[src/rtl/twh_pkg.sv]
package twh_pkg;

  // width of the early-checkpoint selector and its largest value
  localparam int K_W   = 3;
  localparam int K_MAX = (1 << K_W) - 1;

  // what a control cycle does to the running average
  typedef enum logic [1:0] {
    RS_NONE = 2'd0,   // normal operation
    RS_KEEP = 2'd1,   // restart sum and count, keep history
    RS_WIPE = 2'd2    // restart sum and count, drop history
  } restart_e;

  function automatic restart_e restart_kind(input logic wipe_req,
                                            input logic ref_sw,
                                            input logic keep);
    if (wipe_req)    return RS_WIPE;
    else if (ref_sw) return keep ? RS_KEEP : RS_WIPE;
    else             return RS_NONE;
  endfunction

endpackage

[src/rtl/twh_sched.sv]
module twh_sched
  import twh_pkg::*;
#(
  parameter int CNT_W = 16
) (
  input  logic             clk,
  input  logic             rst_n,
  input  logic             smp_vld,
  input  logic [CNT_W-1:0] ivl_len,
  input  logic [K_W-1:0]   early_k,
  input  restart_e         rs,
  output logic             take,
  output logic [CNT_W-1:0] n_now,
  output logic             pub,
  output logic             ivl_end
);

  logic [CNT_W-1:0] cnt_q, cnt_d;
  logic             first_q, first_d;
  logic             cnt_en;
  logic [K_MAX:1]   hit;

  // a sample counts only with a legal length and no restart in the cycle
  assign take    = smp_vld && (ivl_len != '0) && (rs == RS_NONE);
  assign n_now   = cnt_q + 1'b1;
  assign ivl_end = take && (n_now >= ivl_len);

  // one comparator per possible early checkpoint T >> j
  generate
    for (genvar j = 1; j <= K_MAX; j++) begin : g_cp
      assign hit[j] = (early_k >= K_W'(j)) && (n_now == (ivl_len >> j));
    end
  endgenerate

  assign pub = ivl_end || (take && first_q && (|hit));

  always_comb begin
    cnt_d   = cnt_q;
    first_d = first_q;
    cnt_en  = 1'b0;
    unique case (rs)
      RS_WIPE: begin
        cnt_d   = '0;
        first_d = 1'b1;
        cnt_en  = 1'b1;
      end
      RS_KEEP: begin
        cnt_d  = '0;
        cnt_en = 1'b1;
      end
      default: begin
        if (take) begin
          cnt_en = 1'b1;
          if (ivl_end) begin
            cnt_d   = '0;
            first_d = 1'b0;
          end else begin
            cnt_d = n_now;
          end
        end
      end
    endcase
  end

  always_ff @(posedge clk or negedge rst_n) begin
    if (!rst_n) begin
      cnt_q   <= '0;
      first_q <= 1'b1;
    end else if (cnt_en) begin
      cnt_q   <= cnt_d;
      first_q <= first_d;
    end
  end


  cnt_bound_chk: assert property (@(posedge clk) disable iff (!rst_n)
    ((ivl_len != '0) && $stable(ivl_len) && ($past(cnt_q) < ivl_len))
      |-> (cnt_q < ivl_len));

endmodule

[src/rtl/twh_accum.sv]
module twh_accum
  import twh_pkg::*;
#(
  parameter int FTW_W = 48,
  parameter int CNT_W = 16,
  localparam int ACC_W = FTW_W + CNT_W
) (
  input  logic             clk,
  input  logic             rst_n,
  input  restart_e         rs,
  input  logic             take,
  input  logic             ivl_end,
  input  logic [FTW_W-1:0] ftw,
  output logic [ACC_W-1:0] sum_now
);

  logic [ACC_W-1:0] acc_q, acc_d;
  logic             acc_en;

  // the sum including the word offered this cycle
  assign sum_now = acc_q + {{CNT_W{1'b0}}, ftw};

  always_comb begin
    acc_en = 1'b0;
    acc_d  = acc_q;
    if (rs != RS_NONE) begin
      acc_en = 1'b1;
      acc_d  = '0;
    end else if (take) begin
      acc_en = 1'b1;
      acc_d  = ivl_end ? '0 : sum_now;
    end
  end

  always_ff @(posedge clk or negedge rst_n) begin
    if (!rst_n)      acc_q <= '0;
    else if (acc_en) acc_q <= acc_d;
  end


  no_overflow_chk: assert property (@(posedge clk) disable iff (!rst_n)
    (take && !ivl_end) |=> (acc_q >= $past(acc_q)));

endmodule

[src/rtl/twh_hist.sv]
module twh_hist #(
  parameter int FTW_W = 48,
  parameter int CNT_W = 16,
  localparam int ACC_W = FTW_W + CNT_W
) (
  input  logic             clk,
  input  logic             rst_n,
  input  logic             pub,
  input  logic             wipe,
  input  logic [ACC_W-1:0] sum_now,
  input  logic [CNT_W-1:0] n_now,
  output logic [FTW_W-1:0] hist_ftw,
  output logic             hist_valid,
  output logic             hist_upd
);

  // snapshot stage
  logic             snap_vld_q;
  logic [ACC_W-1:0] snap_sum_q;
  logic [CNT_W-1:0] snap_n_q;

  always_ff @(posedge clk or negedge rst_n) begin
    if (!rst_n) snap_vld_q <= 1'b0;
    else        snap_vld_q <= pub;
  end

  always_ff @(posedge clk) begin
    if (pub) begin
      snap_sum_q <= sum_now;
      snap_n_q   <= n_now;
    end
  end

  // restoring divider: the upper CNT_W bits of the sum are below n,
  // so FTW_W quotient bits cover every average
  logic [CNT_W-1:0] rem [0:FTW_W];
  logic [FTW_W-1:0] quo;

  assign rem[0] = snap_sum_q[ACC_W-1 -: CNT_W];

  generate
    for (genvar i = 0; i < FTW_W; i++) begin : g_div
      logic [CNT_W:0] part;
      logic           ge;
      assign part = {rem[i], snap_sum_q[FTW_W-1-i]};
      assign ge   = (part >= {1'b0, snap_n_q});
      assign quo[FTW_W-1-i] = ge;
      assign rem[i+1] = ge ? CNT_W'(part - {1'b0, snap_n_q}) : CNT_W'(part);
    end
  endgenerate

  // history stage
  logic             upd_d, valid_d, ftw_en;
  logic [FTW_W-1:0] ftw_q;
  logic             valid_q, upd_q;

  always_comb begin
    upd_d   = snap_vld_q && !wipe;
    ftw_en  = upd_d;
    valid_d = wipe ? 1'b0 : (snap_vld_q || valid_q);
  end

  always_ff @(posedge clk or negedge rst_n) begin
    if (!rst_n) begin
      ftw_q   <= '0;
      valid_q <= 1'b0;
      upd_q   <= 1'b0;
    end else begin
      valid_q <= valid_d;
      upd_q   <= upd_d;
      if (ftw_en) ftw_q <= quo;
    end
  end

  assign hist_ftw   = ftw_q;
  assign hist_valid = valid_q;
  assign hist_upd   = upd_q;


  upd_valid_chk: assert property (@(posedge clk) disable iff (!rst_n)
    hist_upd |-> hist_valid);


  wipe_kill_chk: assert property (@(posedge clk) disable iff (!rst_n)
    wipe |=> (!hist_upd && !hist_valid));


  rem_bound_chk: assert property (@(posedge clk) disable iff (!rst_n)
    snap_vld_q |-> (rem[FTW_W] < snap_n_q));

endmodule

[src/rtl/twh_averager.sv]
module twh_averager
  import twh_pkg::*;
#(
  parameter int FTW_W = 48,
  parameter int CNT_W = 16,
  localparam int ACC_W = FTW_W + CNT_W
) (
  input  logic             clk,
  input  logic             rst_n,
  input  logic             smp_vld,
  input  logic [FTW_W-1:0] smp_ftw,
  input  logic [CNT_W-1:0] ivl_len,
  input  logic [K_W-1:0]   early_k,
  input  logic             keep_hist,
  input  logic             ref_new,
  input  logic             clr_sw,
  input  logic             clr_pin,
  output logic [FTW_W-1:0] hist_ftw,
  output logic             hist_valid,
  output logic             hist_upd,
  output logic             ivl_err
);

  // asynchronous assert, synchronous release
  logic [1:0] rst_pipe;
  logic       rst_s;

  always_ff @(posedge clk or negedge rst_n) begin
    if (!rst_n) rst_pipe <= 2'b00;
    else        rst_pipe <= {rst_pipe[0], 1'b1};
  end
  assign rst_s = rst_pipe[1];

  restart_e         rs;
  logic             take, pub, ivl_end;
  logic [CNT_W-1:0] n_now;
  logic [ACC_W-1:0] sum_now;

  assign rs      = restart_kind(clr_sw || clr_pin, ref_new, keep_hist);
  assign ivl_err = (ivl_len == '0);

  twh_sched #(.CNT_W(CNT_W)) u_sched (
    .clk     (clk),
    .rst_n   (rst_s),
    .smp_vld (smp_vld),
    .ivl_len (ivl_len),
    .early_k (early_k),
    .rs      (rs),
    .take    (take),
    .n_now   (n_now),
    .pub     (pub),
    .ivl_end (ivl_end)
  );

  twh_accum #(.FTW_W(FTW_W), .CNT_W(CNT_W)) u_accum (
    .clk     (clk),
    .rst_n   (rst_s),
    .rs      (rs),
    .take    (take),
    .ivl_end (ivl_end),
    .ftw     (smp_ftw),
    .sum_now (sum_now)
  );

  twh_hist #(.FTW_W(FTW_W), .CNT_W(CNT_W)) u_hist (
    .clk        (clk),
    .rst_n      (rst_s),
    .pub        (pub),
    .wipe       (rs == RS_WIPE),
    .sum_now    (sum_now),
    .n_now      (n_now),
    .hist_ftw   (hist_ftw),
    .hist_valid (hist_valid),
    .hist_upd   (hist_upd)
  );


  zero_ivl_chk: assert property (@(posedge clk) disable iff (!rst_s)
    ($past(ivl_len, 2) == '0) |-> !hist_upd);


  keep_hist_chk: assert property (@(posedge clk) disable iff (!rst_s)
    ($past(ref_new) && $past(keep_hist) && !$past(clr_sw) && !$past(clr_pin))
      |-> (hist_valid || !$past(hist_valid)));

endmodule

[config.mk]
export PLATFORM = sky130hd
export DESIGN_NAME = twh_averager
export DESIGN_NICKNAME = d
export VERILOG_FILES = /design/src/rtl/twh_pkg.sv /design/src/rtl/twh_sched.sv /design/src/rtl/twh_accum.sv /design/src/rtl/twh_hist.sv /design/src/rtl/twh_averager.sv
export SDC_FILE = /design/constraint.sdc
export NUM_CORES = 2
export LEC_CHECK = 0
export BUFFER_PORTS_ARGS = -buffer_cell sky130_fd_sc_hd__buf_2
export CORE_MARGIN = 3
export CORE_UTILIZATION = 42
export DETAILED_ROUTE_END_ITERATION = 8
export PLACE_DENSITY = 0.54
export SLEW_MARGIN = 20
export SYNTH_ARGS = -nofsm -noshare
export SYNTH_HDL_FRONTEND = slang
export SYNTH_SLANG_ARGS = --single-unit
export TNS_END_PERCENT = 5
[constraint.sdc]
create_clock -name clk -period 5.5 [get_ports clk]
set_clock_uncertainty 0.2 [all_clocks]
set_input_delay 0.825 -clock clk [delete_from_list [all_inputs] [get_ports clk]]
set_output_delay 0.825 -clock clk [all_outputs]
set_load 0.005 [all_outputs]
==> run metrics <==
Crit path required time=5.80 ns; CP startpoint kind=flop; Max clock buf depth=3; layout cells sized above 1=45.7%; Post-Syn Instances=6661; vias per inst=~5.6; Placed Cells=~11000; routed length per instance=approximately 20 um; core area=~0.13 mm2; failing checks=negative setup slack; via count=64700; Sinks on Clock Net=214; Final setup viols=about 120; Rows=130; Die X=364 um; Post-Syn Nets=7619; IO Pins=125; post-synthesis average cell area=8.08 um2; nets@finish=10900; top_reg_cell synth=dfrtp_1; slowest cell on the critical path=or4_4; Crit Path Category=flop to flop; Filler Cells Inserted=slightly above 10000; worst skew pair latency=0.68 ns; initial core utilization=between 40% and 50%; Slew @ Worst Pin=slightly above 1 ns; Worst EP arrival=154.89 ns; Hold Fails Final Rpt=0; vias in the first global route=64300; Seq/Total Area, Yosys=10.7%; gpl congestion=0.960; pre-CTS setup slack=-148.47 ns; Post-synth EDFFs=80; reg2reg start=u_hist.snap_sum_q[52]; setup ws final=-149.09 ns; maximum operating frequency=around 0.0065 GHz; TritonCTS Buffers=28; total number of yosys warnings=0; Distinct cells, synth=approximately 130; critical path capture point type=flop; port bufs=124; HP Class=flop to asynchronous set/reset pin; Post-DP HPWL=169 mm; largest net degree at the start of global routing=just over 80; antenna-violating nets left=0; DRT Wirelength=229 mm; CP max stage delay=0.53 ns; Clock Tree Root=clkbuf_16; Synth Register Bits=214; DR pass1 iterations=6; clock-pin slew on the worst setup and hold paths=~0.06 ns; Post-Synthesis Cell Area=0.0538 mm2; final period utilization=2810%; crit-path max FO=13; H-tree depth=1; worst hold slack=0.108 ns; cell mode on critical path=a21o_1; relative slew slack=30.9%; setup_tns=-3457.25 ns; die height=364 um; Congestion Overflow GR=0; max-slew violations=0; Area Growth Syn to Fin=59.3%; die footprint=roughly 0.13 mm2; Finished Layout Cells=around 12000; min cycle time layout=154.59 ns; RSZ-0062 raised after global routing=yes; Async SR Flop Fraction=62.6%; status=finished, violations left; Tot GR Track Use=32.4%; DRT iter0 DRCs=4309; DRC Markers=0; CTS tree=built; crit path from=u_hist.snap_sum_q[52]; max-cap check violation count=0; initial antenna violation count=4; first-pass GRT wire length=347 mm
[per-stage QoR]
step	area [um2]	utilization, %
floorplan	55500	-
global placement	76300	60.4
detailed placement	76300	60.4
CTS	82300	65.1
global route	85700	67.8
finish	85700	67.8
[cell families after synthesis]
group,synth area share [%]
mux,11.0
compound gates,24.8
simple gates,16.2
other cells,0.00697
fa+ha+maj,21.2
xor+xnor,11.6
flops,10.7
buf+inv,4.48
[per-layer routing]
metal / GRT usage, % / up-vias / routed length, um / part of all wire (%)
met5: 0 / - / 20 / 0.0087
met4: 12.1 / 2 / 10400 / 4.5
met3: 3.21 / 586 / 12300 / 5.4
met2: 54.0 / 1997 / 104000 / 46
met1: 43.3 / 30900 / 102000 / 44
li1: - / 31200 / - / -
[sequential cells by signal (all words and copies together) (netlist names), 2 cells and up]
signal / count
u_hist.hist_ftw: 48
u_hist.snap_sum_q: 64
u_accum.acc_q: 64
rst_pipe: 2
u_hist.snap_n_q: 16
u_sched.cnt_q: 16
[repair_timing]
item / 4_1_cts / 5_1_grt
endpoints found under the hold margin: 2 / 0
hold buffers: 1 / 0
endpoints found under the setup margin: 127 / 127
resized for setup: 202 / 423
pin swaps: 302 / 505
gates cloned: 2 / 0
buffers inserted: 544 / 193
[synthesized netlist by cell type (28+ instances only)]
| cell | instances | area, um2 |
|---|---|---|
| xnor2_1 | 392 | 3430 |
| mux2i_1 | 159 | 1590 |
| o21a_1 | 48 | 360 |
| a21boi_0 | 48 | 360 |
| nor2_1 | 332 | 1250 |
| edfxtp_1 | 80 | 2400 |
| a21o_1 | 430 | 3230 |
| clkbuf_1 | 84 | 315 |
| ha_1 | 836 | 10500 |
| a21oi_1 | 426 | 2130 |
| o211ai_1 | 28 | 210 |
| a211oi_1 | 86 | 646 |
| nor4_1 | 62 | 388 |
| dfrtp_1 | 133 | 3330 |
| a31oi_1 | 40 | 250 |
| o21ai_0 | 476 | 2380 |
| and2_1 | 55 | 344 |
| nor2b_1 | 180 | 1130 |
| mux2_2 | 348 | 3920 |
| fa_1 | 48 | 961 |
| nor3_1 | 71 | 355 |
| buf_2 | 30 | 150 |
| o21bai_1 | 91 | 683 |
| inv_1 | 444 | 1670 |
| and3_1 | 47 | 294 |
| nand2_1 | 422 | 1580 |
| nand3_1 | 90 | 450 |
| a22o_1 | 62 | 543 |
| nand4_1 | 193 | 1210 |
| nand2b_1 | 156 | 976 |
| xor2_1 | 318 | 2790 |
[cell usage in the layout, fill, tap and decap left out, drive strengths merged, types with 92 or more instances in the layout]
cell type	n
nand2	424
nand4	193
xor2	318
dfrtp	133
ha	836
xnor2	392
inv	446
nor2b	180
a211oi	93
buf	3414
nor2	337
o21ai	490
a21o	430
mux2	377
nand2b	156
mux2i	162
o21bai	92
a21oi	432
[cell type report]
type                            count  area (um2)  area share (%)
Clock inverter                     14         206           0.241
Tap cell                         1650        2060            2.41
Sequential cell                   214        5760            6.72
Clock buffer                       38         798           0.931
Timing Repair Buffer             3415       25700            29.9
Antenna cell                        1        2.50         0.00292
Multi-Input combinational cell   5844       49500            57.8
Inverter                          454        1720            2.00
[path summary, 6_finish.rpt]
kind	cells after the start	slack, ns	end
min in group clk	0	0.15	rst_pipe[1]
max reg2reg	971	-149.09	u_hist.hist_ftw[0]
min reg2reg	0	0.11	u_sched.cnt_q[0]
max in group asynchronous	1	3.75	u_accum.acc_q[37]
max	828	-149.09	u_hist.hist_ftw[0]
min	0	0.11	u_sched.cnt_q[0]
[critical path, delay by kind of cell, from the launching register on]
kind	cells	cell delay, ns
fa+ha+maj	42	9.82
simple gates	148	20.87
xor+xnor	2	0.29
flops	1	0.51
mux	28	7.11
buf+inv	156	18.09
compound gates	452	74.62
Power is not shown: default switching activity piles up to over one toggle a cycle in this logic, so the estimate is an artifact.
